[src/rtl/sec_uerr_pkg.sv]
package sec_uerr_pkg;

  localparam int ADDR_W = 4;

  localparam logic [ADDR_W-1:0] A_STATUS = 4'h0;
  localparam logic [ADDR_W-1:0] A_MASK   = 4'h1;
  localparam logic [ADDR_W-1:0] A_SEV    = 4'h2;
  localparam logic [ADDR_W-1:0] A_PTR    = 4'h3;
  localparam logic [ADDR_W-1:0] A_DET    = 4'h4;
  localparam logic [ADDR_W-1:0] A_HDR0   = 4'h8;

  localparam int DET_FATAL = 0;
  localparam int DET_NONF  = 1;
  localparam int DET_SSE   = 2;
  localparam int PTR_VBIT  = 31;

  // Index of the lowest set bit, 0 when none is set.
  function automatic logic [4:0] lowest_set(input logic [31:0] v);
    logic [4:0] r;
    r = '0;
    for (int i = 31; i >= 0; i--) begin
      if (v[i]) r = 5'(i);
    end
    return r;
  endfunction

  // Saturating up/down counter step.
  function automatic logic [7:0] step_count(input logic [7:0] c, input logic inc,
                                            input logic dec, input logic [7:0] cap);
    logic [7:0] r;
    r = c;
    if (inc && !dec && c != cap) r = c + 8'd1;
    else if (dec && !inc && c != 8'd0) r = c - 8'd1;
    return r;
  endfunction

endpackage

[src/rtl/sec_uerr_eval.sv]
module sec_uerr_eval #(
  parameter int NUM_ERR = 3
) (
  input  logic [NUM_ERR-1:0] err_pulse,
  input  logic [NUM_ERR-1:0] mask_q,
  input  logic [NUM_ERR-1:0] sev_q,
  input  logic               serr_en,
  input  logic               fatal_rep_en,
  input  logic               nonfatal_rep_en,
  output logic [NUM_ERR-1:0] unm,
  output logic               fat_hit,
  output logic               nf_hit,
  output logic               fat_push,
  output logic               nf_push,
  output logic               sse_set
);
  always_comb begin
    unm      = err_pulse & ~mask_q;
    fat_hit  = |(unm & sev_q);
    nf_hit   = |(unm & ~sev_q);
    fat_push = fat_hit && (serr_en || fatal_rep_en);
    nf_push  = nf_hit && (serr_en || nonfatal_rep_en);
    sse_set  = serr_en && (fat_push || nf_push);
  end
endmodule

[src/rtl/sec_uerr_log.sv]
module sec_uerr_log
  import sec_uerr_pkg::*;
#(
  parameter int NUM_ERR = 3,
  parameter int HDR_W   = 128,
  parameter int IDX_W   = 2
) (
  input  logic               clk,
  input  logic               rst_n,
  input  logic [NUM_ERR-1:0] unm,
  input  logic [HDR_W-1:0]   hdr_in,
  input  logic [NUM_ERR-1:0] clr_bits,
  output logic               ptr_valid,
  output logic [IDX_W-1:0]   ptr_idx,
  output logic [HDR_W-1:0]   hdr_q
);
  logic               load;
  logic               clr_hit;
  logic [NUM_ERR-1:0] ptr_onehot;
  logic [4:0]         first_idx;

  always_comb begin
    first_idx  = lowest_set(32'(unm));
    ptr_onehot = NUM_ERR'(1) << ptr_idx;
    load       = !ptr_valid && (unm != '0);
    clr_hit    = ptr_valid && ((clr_bits & ptr_onehot) != '0);
  end

  always_ff @(posedge clk) begin
    if (!rst_n) begin
      ptr_valid <= 1'b0;
      ptr_idx   <= '0;
      hdr_q     <= '0;
    end else if (load) begin
      ptr_valid <= 1'b1;
      ptr_idx   <= IDX_W'(first_idx);
      hdr_q     <= hdr_in;
    end else if (clr_hit) begin
      ptr_valid <= 1'b0;
    end
  end

  // a valid pointer and its header hold while not cleared
  p_log_hold_r2: assert property (@(posedge clk) disable iff (!rst_n)
    (ptr_valid && !clr_hit) |=> (ptr_valid && $stable(ptr_idx) && $stable(hdr_q)));

  // nothing unmasked while free keeps the pointer free
  p_masked_noload_r2: assert property (@(posedge clk) disable iff (!rst_n)
    (!ptr_valid && unm == '0) |=> !ptr_valid);

  // the captured index names an error that fired unmasked
  p_idx_fired_r3: assert property (@(posedge clk) disable iff (!rst_n)
    load |=> ((($past(unm) >> ptr_idx) & NUM_ERR'(1)) != '0));

  // clearing the pointed status bit invalidates the pointer
  p_clear_r4: assert property (@(posedge clk) disable iff (!rst_n)
    clr_hit |=> !ptr_valid);
endmodule

[src/rtl/sec_uerr_msgq.sv]
module sec_uerr_msgq
  import sec_uerr_pkg::*;
#(
  parameter int DEPTH = 4
) (
  input  logic clk,
  input  logic rst_n,
  input  logic fat_push,
  input  logic nf_push,
  input  logic msg_ready,
  output logic msg_valid,
  output logic msg_fatal
);
  localparam int CW = $clog2(DEPTH + 1);
  localparam logic [7:0] CAP = 8'(DEPTH);

  logic [CW-1:0] fat_cnt, nf_cnt;
  logic          pop, fat_pop, nf_pop;
  logic          fat_full, nf_full;

  always_comb begin
    msg_valid = (fat_cnt != '0) || (nf_cnt != '0);
    msg_fatal = (fat_cnt != '0);
    pop       = msg_valid && msg_ready;
    fat_pop   = pop && msg_fatal;
    nf_pop    = pop && !msg_fatal;
    fat_full  = (fat_cnt == CW'(DEPTH));
    nf_full   = (nf_cnt == CW'(DEPTH));
  end

  always_ff @(posedge clk) begin
    if (!rst_n) begin
      fat_cnt <= '0;
      nf_cnt  <= '0;
    end else begin
      fat_cnt <= CW'(step_count(8'(fat_cnt), fat_push, fat_pop, CAP));
      nf_cnt  <= CW'(step_count(8'(nf_cnt), nf_push, nf_pop, CAP));
    end
  end

  // no request is pushed into a full counter without a pop
  p_no_overflow_r9: assert property (@(posedge clk) disable iff (!rst_n)
    !((fat_push && !fat_pop && fat_full) || (nf_push && !nf_pop && nf_full)));

  // a pending request stays presented until accepted
  p_hold_valid_r9: assert property (@(posedge clk) disable iff (!rst_n)
    (msg_valid && !msg_ready) |=> msg_valid);

  // accepting a fatal request removes exactly one fatal entry
  p_fatal_drain_r5: assert property (@(posedge clk) disable iff (!rst_n)
    (msg_valid && msg_ready && msg_fatal && !fat_push) |=> (fat_cnt == $past(fat_cnt) - CW'(1)));
endmodule

[src/rtl/sec_uerr_reporter.sv]
module sec_uerr_reporter
  import sec_uerr_pkg::*;
#(
  parameter int NUM_ERR     = 3,
  parameter int HDR_WORDS   = 4,
  parameter int MSGQ_DEPTH  = 4
) (
  input  logic                      clk,
  input  logic                      rst_n,
  input  logic [NUM_ERR-1:0]        err_pulse,
  input  logic [HDR_WORDS*32-1:0]   err_hdr,
  input  logic                      serr_en,
  input  logic                      fatal_rep_en,
  input  logic                      nonfatal_rep_en,
  input  logic [ADDR_W-1:0]         reg_addr,
  input  logic                      reg_wr,
  input  logic [31:0]               reg_wdata,
  output logic [31:0]               reg_rdata,
  output logic                      msg_valid,
  output logic                      msg_fatal,
  input  logic                      msg_ready,
  output logic                      sig_sys_err,
  output logic                      fatal_det,
  output logic                      nonfatal_det
);
  localparam int HDR_W = HDR_WORDS * 32;
  localparam int IDX_W = (NUM_ERR > 1) ? $clog2(NUM_ERR) : 1;

  logic [NUM_ERR-1:0] status_q, mask_q, sev_q;
  logic [NUM_ERR-1:0] status_clr, unm;
  logic [2:0]         det_clr;
  logic               fat_hit, nf_hit, fat_push, nf_push, sse_set;
  logic               ptr_valid;
  logic [IDX_W-1:0]   ptr_idx;
  logic [HDR_W-1:0]   hdr_q;
  logic               wr_status, wr_mask, wr_sev, wr_det;

  always_comb begin
    wr_status  = reg_wr && (reg_addr == A_STATUS);
    wr_mask    = reg_wr && (reg_addr == A_MASK);
    wr_sev     = reg_wr && (reg_addr == A_SEV);
    wr_det     = reg_wr && (reg_addr == A_DET);
    status_clr = wr_status ? reg_wdata[NUM_ERR-1:0] : '0;
    det_clr    = wr_det ? reg_wdata[2:0] : 3'b000;
  end

  sec_uerr_eval #(.NUM_ERR(NUM_ERR)) u_eval (
    .err_pulse(err_pulse), .mask_q(mask_q), .sev_q(sev_q),
    .serr_en(serr_en), .fatal_rep_en(fatal_rep_en), .nonfatal_rep_en(nonfatal_rep_en),
    .unm(unm), .fat_hit(fat_hit), .nf_hit(nf_hit),
    .fat_push(fat_push), .nf_push(nf_push), .sse_set(sse_set)
  );

  sec_uerr_log #(.NUM_ERR(NUM_ERR), .HDR_W(HDR_W), .IDX_W(IDX_W)) u_log (
    .clk(clk), .rst_n(rst_n), .unm(unm), .hdr_in(err_hdr), .clr_bits(status_clr),
    .ptr_valid(ptr_valid), .ptr_idx(ptr_idx), .hdr_q(hdr_q)
  );

  sec_uerr_msgq #(.DEPTH(MSGQ_DEPTH)) u_msgq (
    .clk(clk), .rst_n(rst_n), .fat_push(fat_push), .nf_push(nf_push),
    .msg_ready(msg_ready), .msg_valid(msg_valid), .msg_fatal(msg_fatal)
  );

  always_ff @(posedge clk) begin
    if (!rst_n) begin
      status_q     <= '0;
      mask_q       <= '0;
      sev_q        <= '0;
      fatal_det    <= 1'b0;
      nonfatal_det <= 1'b0;
      sig_sys_err  <= 1'b0;
    end else begin
      status_q     <= (status_q & ~status_clr) | err_pulse;
      if (wr_mask) mask_q <= reg_wdata[NUM_ERR-1:0];
      if (wr_sev)  sev_q  <= reg_wdata[NUM_ERR-1:0];
      fatal_det    <= (fatal_det & ~det_clr[DET_FATAL]) | fat_hit;
      nonfatal_det <= (nonfatal_det & ~det_clr[DET_NONF]) | nf_hit;
      sig_sys_err  <= (sig_sys_err & ~det_clr[DET_SSE]) | sse_set;
    end
  end

  always_comb begin
    reg_rdata = '0;
    if (reg_addr == A_STATUS) reg_rdata[NUM_ERR-1:0] = status_q;
    else if (reg_addr == A_MASK) reg_rdata[NUM_ERR-1:0] = mask_q;
    else if (reg_addr == A_SEV) reg_rdata[NUM_ERR-1:0] = sev_q;
    else if (reg_addr == A_PTR) begin
      reg_rdata[PTR_VBIT]  = ptr_valid;
      reg_rdata[IDX_W-1:0] = ptr_idx;
    end else if (reg_addr == A_DET) begin
      reg_rdata[DET_FATAL] = fatal_det;
      reg_rdata[DET_NONF]  = nonfatal_det;
      reg_rdata[DET_SSE]   = sig_sys_err;
    end else begin
      for (int k = 0; k < HDR_WORDS; k++) begin
        if (reg_addr == ADDR_W'(int'(A_HDR0) + k)) reg_rdata = hdr_q[k*32 +: 32];
      end
    end
  end

  // every pulse leaves its status bit set
  p_status_set_r1: assert property (@(posedge clk) disable iff (!rst_n)
    (err_pulse != '0) |=> ((status_q & $past(err_pulse)) == $past(err_pulse)));

  // masked-only events request no message
  p_mask_gate_r6: assert property (@(posedge clk) disable iff (!rst_n)
    ((err_pulse & ~mask_q) == '0) |-> (!fat_push && !nf_push));

  // a request needs at least one enable
  p_enable_gate_r6: assert property (@(posedge clk) disable iff (!rst_n)
    (fat_push || nf_push) |-> (serr_en || fatal_rep_en || nonfatal_rep_en));

  // system error flag rises only with serr_en
  p_sse_serr_r7: assert property (@(posedge clk) disable iff (!rst_n)
    $rose(sig_sys_err) |-> $past(serr_en));

  // an unmasked fatal event leaves the fatal flag set
  p_det_fatal_r8: assert property (@(posedge clk) disable iff (!rst_n)
    fat_hit |=> fatal_det);
endmodule

[config.mk]
export PLATFORM = sky130hd
export DESIGN_NAME = sec_uerr_reporter
export DESIGN_NICKNAME = d
export VERILOG_FILES = /design/src/rtl/sec_uerr_pkg.sv /design/src/rtl/sec_uerr_eval.sv /design/src/rtl/sec_uerr_log.sv /design/src/rtl/sec_uerr_msgq.sv /design/src/rtl/sec_uerr_reporter.sv
export SDC_FILE = /design/constraint.sdc
export NUM_CORES = 1
export LEC_CHECK = 0
export ABC_AREA = 1
export CAP_MARGIN = 0
export CORE_ASPECT_RATIO = 1.75
export CORE_UTILIZATION = 39
export DETAILED_ROUTE_END_ITERATION = 8
export DONT_BUFFER_PORTS = 1
export PLACE_DENSITY_LB_ADDON = 0.12
export SLEW_MARGIN = 0
export SYNTH_ARGS = -nofsm -noshare
export SYNTH_HDL_FRONTEND = slang
export SYNTH_SLANG_ARGS = --single-unit
[constraint.sdc]
create_clock -name clk -period 4.6 [get_ports clk]
set_input_delay 0.23 -clock clk [delete_from_list [all_inputs] [get_ports clk]]
set_output_delay 0.23 -clock clk [all_outputs]
set_load 0.02 [all_outputs]
==> Yosys cells after proc, flatten, opt, wreduce, memory -nomap -nowiden <==
Cells that the tools add are included.
{ "totals": {"ramBits": 0, "in_bits": 174, "latch_bits": 0, "ff_bits": 149, "rom_bits": 0, "wordCells": 110, "n_memories": 0} }
{ "op_classes": {"order_cmp": 0, "mux": 26, "reduce_logical": 40, "eq_ne": 10, "multipliers": 0, "div_mod_pow": 0, "add_sub_neg": 4, "shift": 1, "bitwise_logic": 18} }
{ "op_table": {"columns": ["cell", "n"], "rows": [
  ["29-bit two-way mux", 5],
  ["32-bit two-way mux", 4],
  ["3-bit two-way mux", 10],
  ["1-bit logical AND", 20],
  ["4-bit == test (second input constant)", 4],
  ["3-bit AND", 5],
  ["3-bit nonzero test", 4],
  ["3-bit NOT", 3],
  ["4-bit by 2-bit == test with 1-bit output (second input constant)", 2],
  ["2-bit two-way mux", 4],
  ["3-bit by 1-bit adder with 3-bit output (second input constant)", 2],
  ["1-bit zero test", 6],
  ["3-bit != test (second input constant)", 2],
  ["2-bit nonzero test", 3],
  ["3-bit OR reduction", 2],
  ["3-bit by 1-bit subtractor with 3-bit output (second input constant)", 2],
  ["4-bit by 1-bit == test with 1-bit output (second input constant)", 1],
  ["4-bit by 3-bit == test with 1-bit output (second input constant)", 1],
  ["4-bit zero test", 1],
  ["1-bit logical OR", 4],
  ["1-bit AND", 3],
  ["1-bit two-way mux", 3],
  ["1-bit NOT", 3],
  ["1-bit OR", 3],
  ["other kinds (2)", 2]
]} }

==> Depth between registers and ports, before layout <==
Gate-level depths: netlist (run 1).
{ "depth": {"depth_word": 10, "depth_mapped": 11} }

==> By module <==
From an unflattened synthesis (run 1), not the netlist that was laid out.
{ "hier_totals": {"hier_cells": 960, "area_unflattened_um2": 7205.7} }
{ "modules_own_cells": {"columns": ["mod", "cells_per_inst", "area_per_inst_um2", "seq_area_each_um2", "n_inst"], "rows": [
  ["sec_uerr_log", 581, 5001.0, 2622.5, 1],
  ["sec_uerr_reporter", 296, 1662.8, 240.2, 1],
  ["sec_uerr_msgq", 57, 419.2, 120.1, 1],
  ["sec_uerr_eval", 26, 122.6, 0.0, 1]
]} }

==> Worst setup path after synthesis (run 1) <==
No wires, ideal clock.
{ "synth_timing": {"kind": "register to register", "start": "register u_msgq.fat_cnt[0]", "end": "register u_msgq.fat_cnt[2]", "required_ns": 4.485, "n_path_buf": 0, "setup_time_ns": 0.115, "arrival_time_ns": 1.676, "period_less_slack_ns": 1.790, "stages_incl_launch_ff": 10, "setup_slack_ns": 2.810, "cell_sequence": "dfxtp_1 -> nor2_1 -> nand2_1 -> o21ai_0 -> nand3_1 -> fa_1 -> inv_1 -> nand3_1 -> a21oi_1 -> nor2_1"} }
{ "synth_between": {"elab_chain_cells": 8} }
{ "synth_lines": {"columns": ["element", "line_no", "text"], "rows": [
  ["start, declared", "sec_uerr_msgq.sv:17", "logic [CW-1:0] fat_cnt, nf_cnt;"],
  ["start signal, assigned", "sec_uerr_msgq.sv:36", "fat_cnt <= CW'(step_count(8'(fat_cnt), fat_push, fat_pop, CAP));"],
  ["3-bit nonzero test *", "sec_uerr_msgq.sv:23", "msg_fatal = (fat_cnt != '0);"],
  ["net msg_fatal", "sec_uerr_reporter.sv:20", "output logic msg_fatal,"],
  ["1-bit logical OR", "sec_uerr_msgq.sv:22", "msg_valid = (fat_cnt != '0) || (nf_cnt != '0);"],
  ["1-bit logical AND", "sec_uerr_msgq.sv:24", "pop = msg_valid && msg_ready;"],
  ["1-bit logical AND", "sec_uerr_msgq.sv:25", "fat_pop = pop && msg_fatal;"],
  ["1-bit zero test", "sec_uerr_pkg.sv:32", "if (inc && !dec && c != cap) r = c + 8'd1;"],
  ["1-bit logical AND (2 in a row)", "sec_uerr_pkg.sv:32", null],
  ["3-bit two-way mux or 2-bit nonzero test (tied branches)", null, null]
]} }
The timed path passes the listed nets; every way through them passes the cells marked *. The select of a mux whose other input is x is not followed.
A chain may end at the register's enable or synchronous reset.

==> Final worst setup path (run 1) <==
{ "layout_timing": {"start": "input reg_addr[0]", "end": "output reg_rdata[25]"} }
{ "layout_between": {"elab_chain_cells": 10} }
{ "layout_lines": {"columns": ["element", "line_no", "text"], "rows": [
  ["start, declared", "sec_uerr_reporter.sv:15", "input logic [ADDR_W-1:0] reg_addr,"],
  ["4-bit == test", "sec_uerr_reporter.sv:96", "if (reg_addr == ADDR_W'(int'(A_HDR0) + k)) reg_rdata = hdr_q[k*32 +: 32];"],
  ["32-bit two-way mux (4 in a row)", "sec_uerr_reporter.sv:96", null],
  ["29-bit two-way mux", "sec_uerr_reporter.sv:90", "end else if (reg_addr == A_DET) begin"],
  ["29-bit two-way mux", "sec_uerr_reporter.sv:87", "else if (reg_addr == A_PTR) begin"],
  ["29-bit two-way mux", "sec_uerr_reporter.sv:86", "else if (reg_addr == A_SEV) reg_rdata[NUM_ERR-1:0] = sev_q;"],
  ["29-bit two-way mux", "sec_uerr_reporter.sv:85", "else if (reg_addr == A_MASK) reg_rdata[NUM_ERR-1:0] = mask_q;"],
  ["29-bit two-way mux *", "sec_uerr_reporter.sv:84", "if (reg_addr == A_STATUS) reg_rdata[NUM_ERR-1:0] = status_q;"],
  ["end, declared", "sec_uerr_reporter.sv:18", "output logic [31:0] reg_rdata,"]
]} }
Mark *: on every way between the ends. The rest lies on a longest branch, timed or not.

==> flow_metrics.tcl, run 1 <==
set metrics [dict create \
    crit_path_max_fanout 53 \
    postLayoutCoreUtil_pct 46.4 \
    drcViolationCount 0 \
    ys_seq_area_share_pct 46.1 \
    fin_worst_skew_ns 0.00985 \
    clock_latency_ns 0.41 \
    clk_pin_slew_ns 0.07 \
    period_share_pct 56.0 \
    end_kind "output pin" \
    power.density_nw_per_um2 456 \
    multi_input_area_um2 2710 \
    r2r_end "u_log.hdr_q[93]" \
    critPathLaunch "reg_addr[0]" \
    fin_crit_ns 2.58 \
    leakage_nw 3.02 \
    holdCritPathClass "in2reg" \
    gp_congestion 0.895 \
    area_delta_synth_final_pct 16.7 \
    synthCells 890 \
    htree_levels 4 \
    ys_types 28 \
    drt_iter0_drc 195 \
    rsz0062_at_grt "false" \
    grt.total_usage_pct 21.9 \
    tightest_slew_ns 1.12 \
    tritoncts "done" \
    r2r_start "mask_q[2]" \
    synth.area.top_cells "dfxtp_1, o21ai_0, a21oi_1, inv_1, nor2_1" \
    via_per_inst 5.29 \
    max_freq_mhz 388 \
    slew_violations 0 \
    crit_type "in2out" \
    rows 62 \
    dr.pass1.iters 4 \
    place_hpwl_um 12800 \
    crit_chain "inv_1 -> nand3_2 -> o21ai_0 -> nor2_1 -> a21oi_1" \
    finish.instance_area_um2 7550 \
    critPathSlowestCell "nand3_2" \
    max-vdd-ir-drop_mv 0.308 \
    grt_pass1_vias 5603 \
    via_count 5886 \
    max_cap_viol_count 0 \
    holdWs_ns 0.0176 \
    routed_wl_um 18900 \
    ioPinCount 211 \
    cts_made_buffers 17 \
    post_cts_buffers 0 \
    yosysTopAreaCell "dfxtp_1" \
    hold_path.startpoint "err_hdr[85]" \
    drive_above_1_share_pct 5.23 \
    wl_per_cell_um 17.0 \
    synth_edf_count 0 \
    maxSlewHeadroom_pct 24.9 \
    die_width_um 99.4 \
    whs_path_depth 2 \
    antenna_found_initial 4 \
    fin_cells 1112 \
    place_area_um2 6490 \
    worstPathArrival_ns 2.35 \
    hold-path-endpoint "u_log.hdr_q[85]" \
    ant_nets 0 \
    crit_required_ns 4.37 \
    yosys_warnings 0 \
    timing.setup.tns_ns 0 \
    portBuffers 0 \
    core_area_um2 16300 \
    clock-sinks 149 \
    die_area_um2 17100 \
    grt_max_degree 140 \
    synth_nets 1066 \
    grt_pass1_wl_um 28500 \
    die_h_um 172 \
    critPathMaxStageDelay_ns 0.88 \
    reg2reg_depth 6 \
    cts_root_buffer "clkbuf_16" \
    synth_flop_cell "dfxtp_1" \
    seq_area_um2 2980 \
    grt_overflow 0 \
    async_flop_share_pct 0 \
    synth.cell_area_um2 6470 \
    synth_seq_cells 149 \
    clock_path_buffers 2 \
    hold_viol_final 0 \
    start_util_pct 39.7 \
    dp_cells 1030 \
    fin_nets 1081 \
    syn_area_per_cell_um2 7.27 \
    start_kind "input pin" \
    synth_top_area_share_pct 46.1 \
    ff2ff_setup_slack_ns 2.09 \
    setup_viol 0 \
    outcome "completed" \
    fillers 1673 \
]
layout make-up:
| type | instances | share of cell area [%] |
|---|---|---|
| Antenna cell | 2 | 0.0663 |
| Clock inverter | 14 | 1.61 |
| Tap cell | 192 | 3.18 |
| Clock buffer | 18 | 5.82 |
| Multi-Input combinational cell | 545 | 35.8 |
| Inverter | 139 | 6.91 |
| Timing Repair Buffer | 53 | 7.09 |
| Sequential cell | 149 | 39.5 |
sequential cells by signal (all words and copies together) (netlist names):
name             cells
u_log.ptr_valid      1
nonfatal_det         1
sev_q                3
sig_sys_err          1
u_log.ptr_idx        2
u_msgq.fat_cnt       3
status_q             3
mask_q               3
u_log.hdr_q        128
fatal_det            1
u_msgq.nf_cnt        3
where the power goes:
part / internal (mW) / switching [mW] / total, mW
logic: 0.201 / 0.425 / 0.626
registers: 1.45 / 0.0654 / 1.51
clock network: 0.721 / 0.590 / 1.31
how the worst max path moves through the flow:
stage                                    to  cells after the start  slack (ns)
after floorplan           u_msgq.fat_cnt[2]                      9        2.81
after global placement        reg_rdata[26]                      6        2.02
after detailed placement      reg_rdata[25]                      6        1.97
after CTS                     reg_rdata[25]                      6        1.96
after global routing           reg_rdata[3]                      6        1.77
final                         reg_rdata[25]                      5        2.02
cell families (layout without fill, tap and decap cells):
logic type      Yosys count  count (layout)  share of synthesized area [%]
simple gates            193             193                           12.5
other cells               0               2                              0
compound gates          350             350                           28.6
buf+inv                 196             224                           12.2
flops                   149             149                           46.1
fa+ha+maj                 2               2                          0.619
placed cells by master (no fill, tap or decap), types with 2 or more instances in the layout:
master         netlist  routed
nand2_1             60      59
clkinv_4             0       4
o221ai_1            22      22
nor2_1              92      92
fa_1                 2       2
or2_2                3       3
o21ai_0            189     189
inv_6                0       2
diode_2              0       2
nand4_1              4       4
nor2_4               2       2
nor3_1               4       4
dfxtp_1            149     149
a21oi_1            125     125
o22ai_1              9       9
dlygate4sd3_1        0      47
clkinvlp_4           0       4
clkbuf_16            0      17
o21ai_1              4       4
inv_1              137     137
nand3_1             24      24
inv_8                0       3
buf_4                2       5
critical path: cells and delay by family:
family | cells | cell delay [ns]
compound gates | 2 | 1.00
simple gates | 2 | 0.98
buf+inv | 1 | 0.12
synth_stat cells (all sizes together) (2+ instances only):
cell and n:
dfxtp 149, clkbuf 24, nand3 25, nor2 95
o22ai 9, nor3 5, o221ai 22, buf 33
or2 3, inv 138, a21oi 125, fa 2
nand4 4, o21ai 193, nand2 60
stage by stage:
step | setup WS [ns] | power, mW
final | 2.02 | 3.45
after global routing | 1.77 | 3.64
after CTS | 1.96 | 3.49
after detailed placement | 1.97 | 2.12
after global placement | 2.02 | 2.08
after floorplan | 2.81 | 2.02
what timing repair did:
item                                   in CTS  in global routing
hold buffers                               48                  0
gates resized for setup                     0                  0
endpoints found under the hold margin     143                  0
metal layers:
layer,global-route usage [%],wire [um],vias up
met5,0,13,-
met3,6.67,1090,24
met4,10.1,512,2
met2,39.9,9940,145
met1,22.8,7340,2737
li1,-,-,2978
(Power assumes the default switching activity.)
==> run 2, diff against run 1 <==
Clock period 4.6 ns to 2.33 ns, I/O delays scaled along.
==> run 2 against run 1 <==
Net effect:
- utilization grew 6.7 points
- non-clock buffer count grew 110
- global-route usage grew 2.1 points
- sequential share of layout area shrank 5.0 points
- die area is the same
- clock skew is essentially flat
- worst setup slack lost 1.7 ns
- final area grew 14%
- largest cell class unchanged
==> flow_metrics.tcl, run 2 (synthesis results as in run 1) <==
set metrics [dict create \
    r2r_start "u_msgq.fat_cnt[0]" \
    holdCritPathClass "in2reg" \
    drt_iter0_drc 215 \
    cp_num_buf_inv 1 \
    cts_root_buffer "clkbuf_16" \
    clk_pin_slew_ns 0.07 \
    die_h_um 172 \
    grt_max_degree 138 \
    end_kind "flop" \
    core_area_um2 16300 \
    dr.pass1.iters 5 \
    die_area_um2 17100 \
    finalPower_mw 7.00 \
    clock_latency_ns 0.42 \
    crit_required_ns 2.65 \
    maxSlewHeadroom_pct 41.7 \
    post_cts_buffers 0 \
    crit_type "reg2reg" \
    layout_commonest_cell "o21ai_0" \
    drive_above_1_share_pct 6.61 \
    antenna_found_initial 2 \
    clock_path_buffers 2 \
    htree_levels 4 \
    crit_family "simple AND/OR/NAND/NOR gates" \
    fin_crit_ns 1.99 \
    period_share_pct 85.4 \
    clock-sinks 149 \
    wl_per_cell_um 16.6 \
    crit_path_max_fanout 4 \
    hold_path.startpoint "reg_wr" \
    whs_path_depth 3 \
    finish.instance_area_um2 8640 \
    grt_overflow 0 \
    gp_congestion 0.896 \
    die_width_um 99.4 \
    ant_nets 0 \
    rows 62 \
    layout_common_cells "o21ai_0, dfxtp_1, inv_1, dlygate4sd3_1, a21oi_1" \
    leakage_nw 3.51 \
    ff2ff_setup_slack_ns 0.34 \
    start_kind "flop" \
    max-vdd-ir-drop_mv 0.511 \
    worstPathArrival_ns 2.31 \
    critPathSlowestCell "fa_1" \
    ioPinCount 211 \
    area_delta_synth_final_pct 33.5 \
    grt.total_usage_pct 24.0 \
    setup_ws_ns 0.339 \
    hold-path-endpoint "status_q[2]" \
    rsz0062_at_grt "false" \
    reg2reg_depth 9 \
    largest_reg_flops 128 \
    crit_chain "nor2_1 -> nand2_1 -> o21ai_0 -> nand3_1 -> fa_1 -> inv_1 -> nand3_1 -> a21oi_1 -> nor2_1" \
    grt_pass1_wl_um 31500 \
    crit_cells 9 \
    slew_violations 0 \
    dp_cells 1050 \
    outcome "completed" \
    largest_register "u_log.hdr_q" \
    place_hpwl_um 13600 \
    via_count 6477 \
    cts_made_buffers 17 \
    routed_wl_um 20300 \
    fin_cells 1222 \
    portBuffers 0 \
    start_util_pct 39.7 \
    drcViolationCount 0 \
    place_area_um2 6680 \
    r2r_end "u_msgq.fat_cnt[2]" \
    fin_worst_skew_ns 0.0101 \
    tritoncts "done" \
    fillers 1591 \
    grt_pass1_vias 6410 \
    power.density_nw_per_um2 811 \
    fin_nets 1191 \
    via_per_inst 5.30 \
    critPathMaxStageDelay_ns 0.43 \
    max_freq_mhz 502 \
    setup_viol 0 \
    timing.setup.tns_ns 0 \
    hold_viol_final 0 \
    place_ws_ns 0.360 \
    max_cap_viol_count 0 \
    tightest_slew_ns 0.866 \
]
run 2: how the worst max path moves through the flow:
stage | start | to | slack [ns]
after CTS | u_msgq.fat_cnt[0] | u_msgq.fat_cnt[2] | 0.35
after detailed placement | u_msgq.fat_cnt[0] | u_msgq.fat_cnt[2] | 0.36
after global placement | u_msgq.fat_cnt[0] | u_msgq.fat_cnt[2] | 0.42
after global routing | u_msgq.fat_cnt[0] | u_msgq.fat_cnt[2] | 0.13
after floorplan | u_msgq.fat_cnt[0] | u_msgq.fat_cnt[2] | 0.54
final | u_msgq.fat_cnt[0] | u_msgq.fat_cnt[2] | 0.34
run 2: report_power, final:
group          internal [mW]  switching [mW]
Sequential              2.85           0.128
Clock                   1.42            1.17
Combinational          0.541           0.893
run 2: worst min-delay path, cell delays in order:
cell     delay, ns
nand3_1       0.12
nand2_1       0.09
a21oi_1       0.06
run 2: metal layers:
layer	GRT usage, %	vias to the layer above	share of wire, %
li1	-	3208	-
met1	24.5	3005	38
met2	44.7	214	53
met3	5.54	50	4.7
met4	13.2	0	4.0
met5	0	-	0
run 2: what timing repair did:
item,in CTS,in global routing
hold buffers,138,0
endpoints found under the hold margin,143,0
gates resized for setup,0,0
run 2: area by class of cell:
| class | count | area [um^2] | share of cell area, % |
|---|---|---|---|
| antenna | 2 | 5.00 | 0.0579 |
| clock buffer | 18 | 439 | 5.08 |
| clock inverter | 14 | 119 | 1.38 |
| inverter | 139 | 522 | 6.04 |
| multi-input combinational | 545 | 2710 | 31.3 |
| sequential | 149 | 2980 | 34.5 |
| tap | 192 | 240 | 2.78 |
| timing repair buffer | 163 | 1620 | 18.8 |
run 2: per-stage QoR:
stage	util, %	hold slack (ns)
after floorplan	-	0.261
after global placement	41.0	0.258
after detailed placement	41.0	0.260
after CTS	53.0	0.00147
after global routing	53.0	0.0411
final	53.0	0.0189
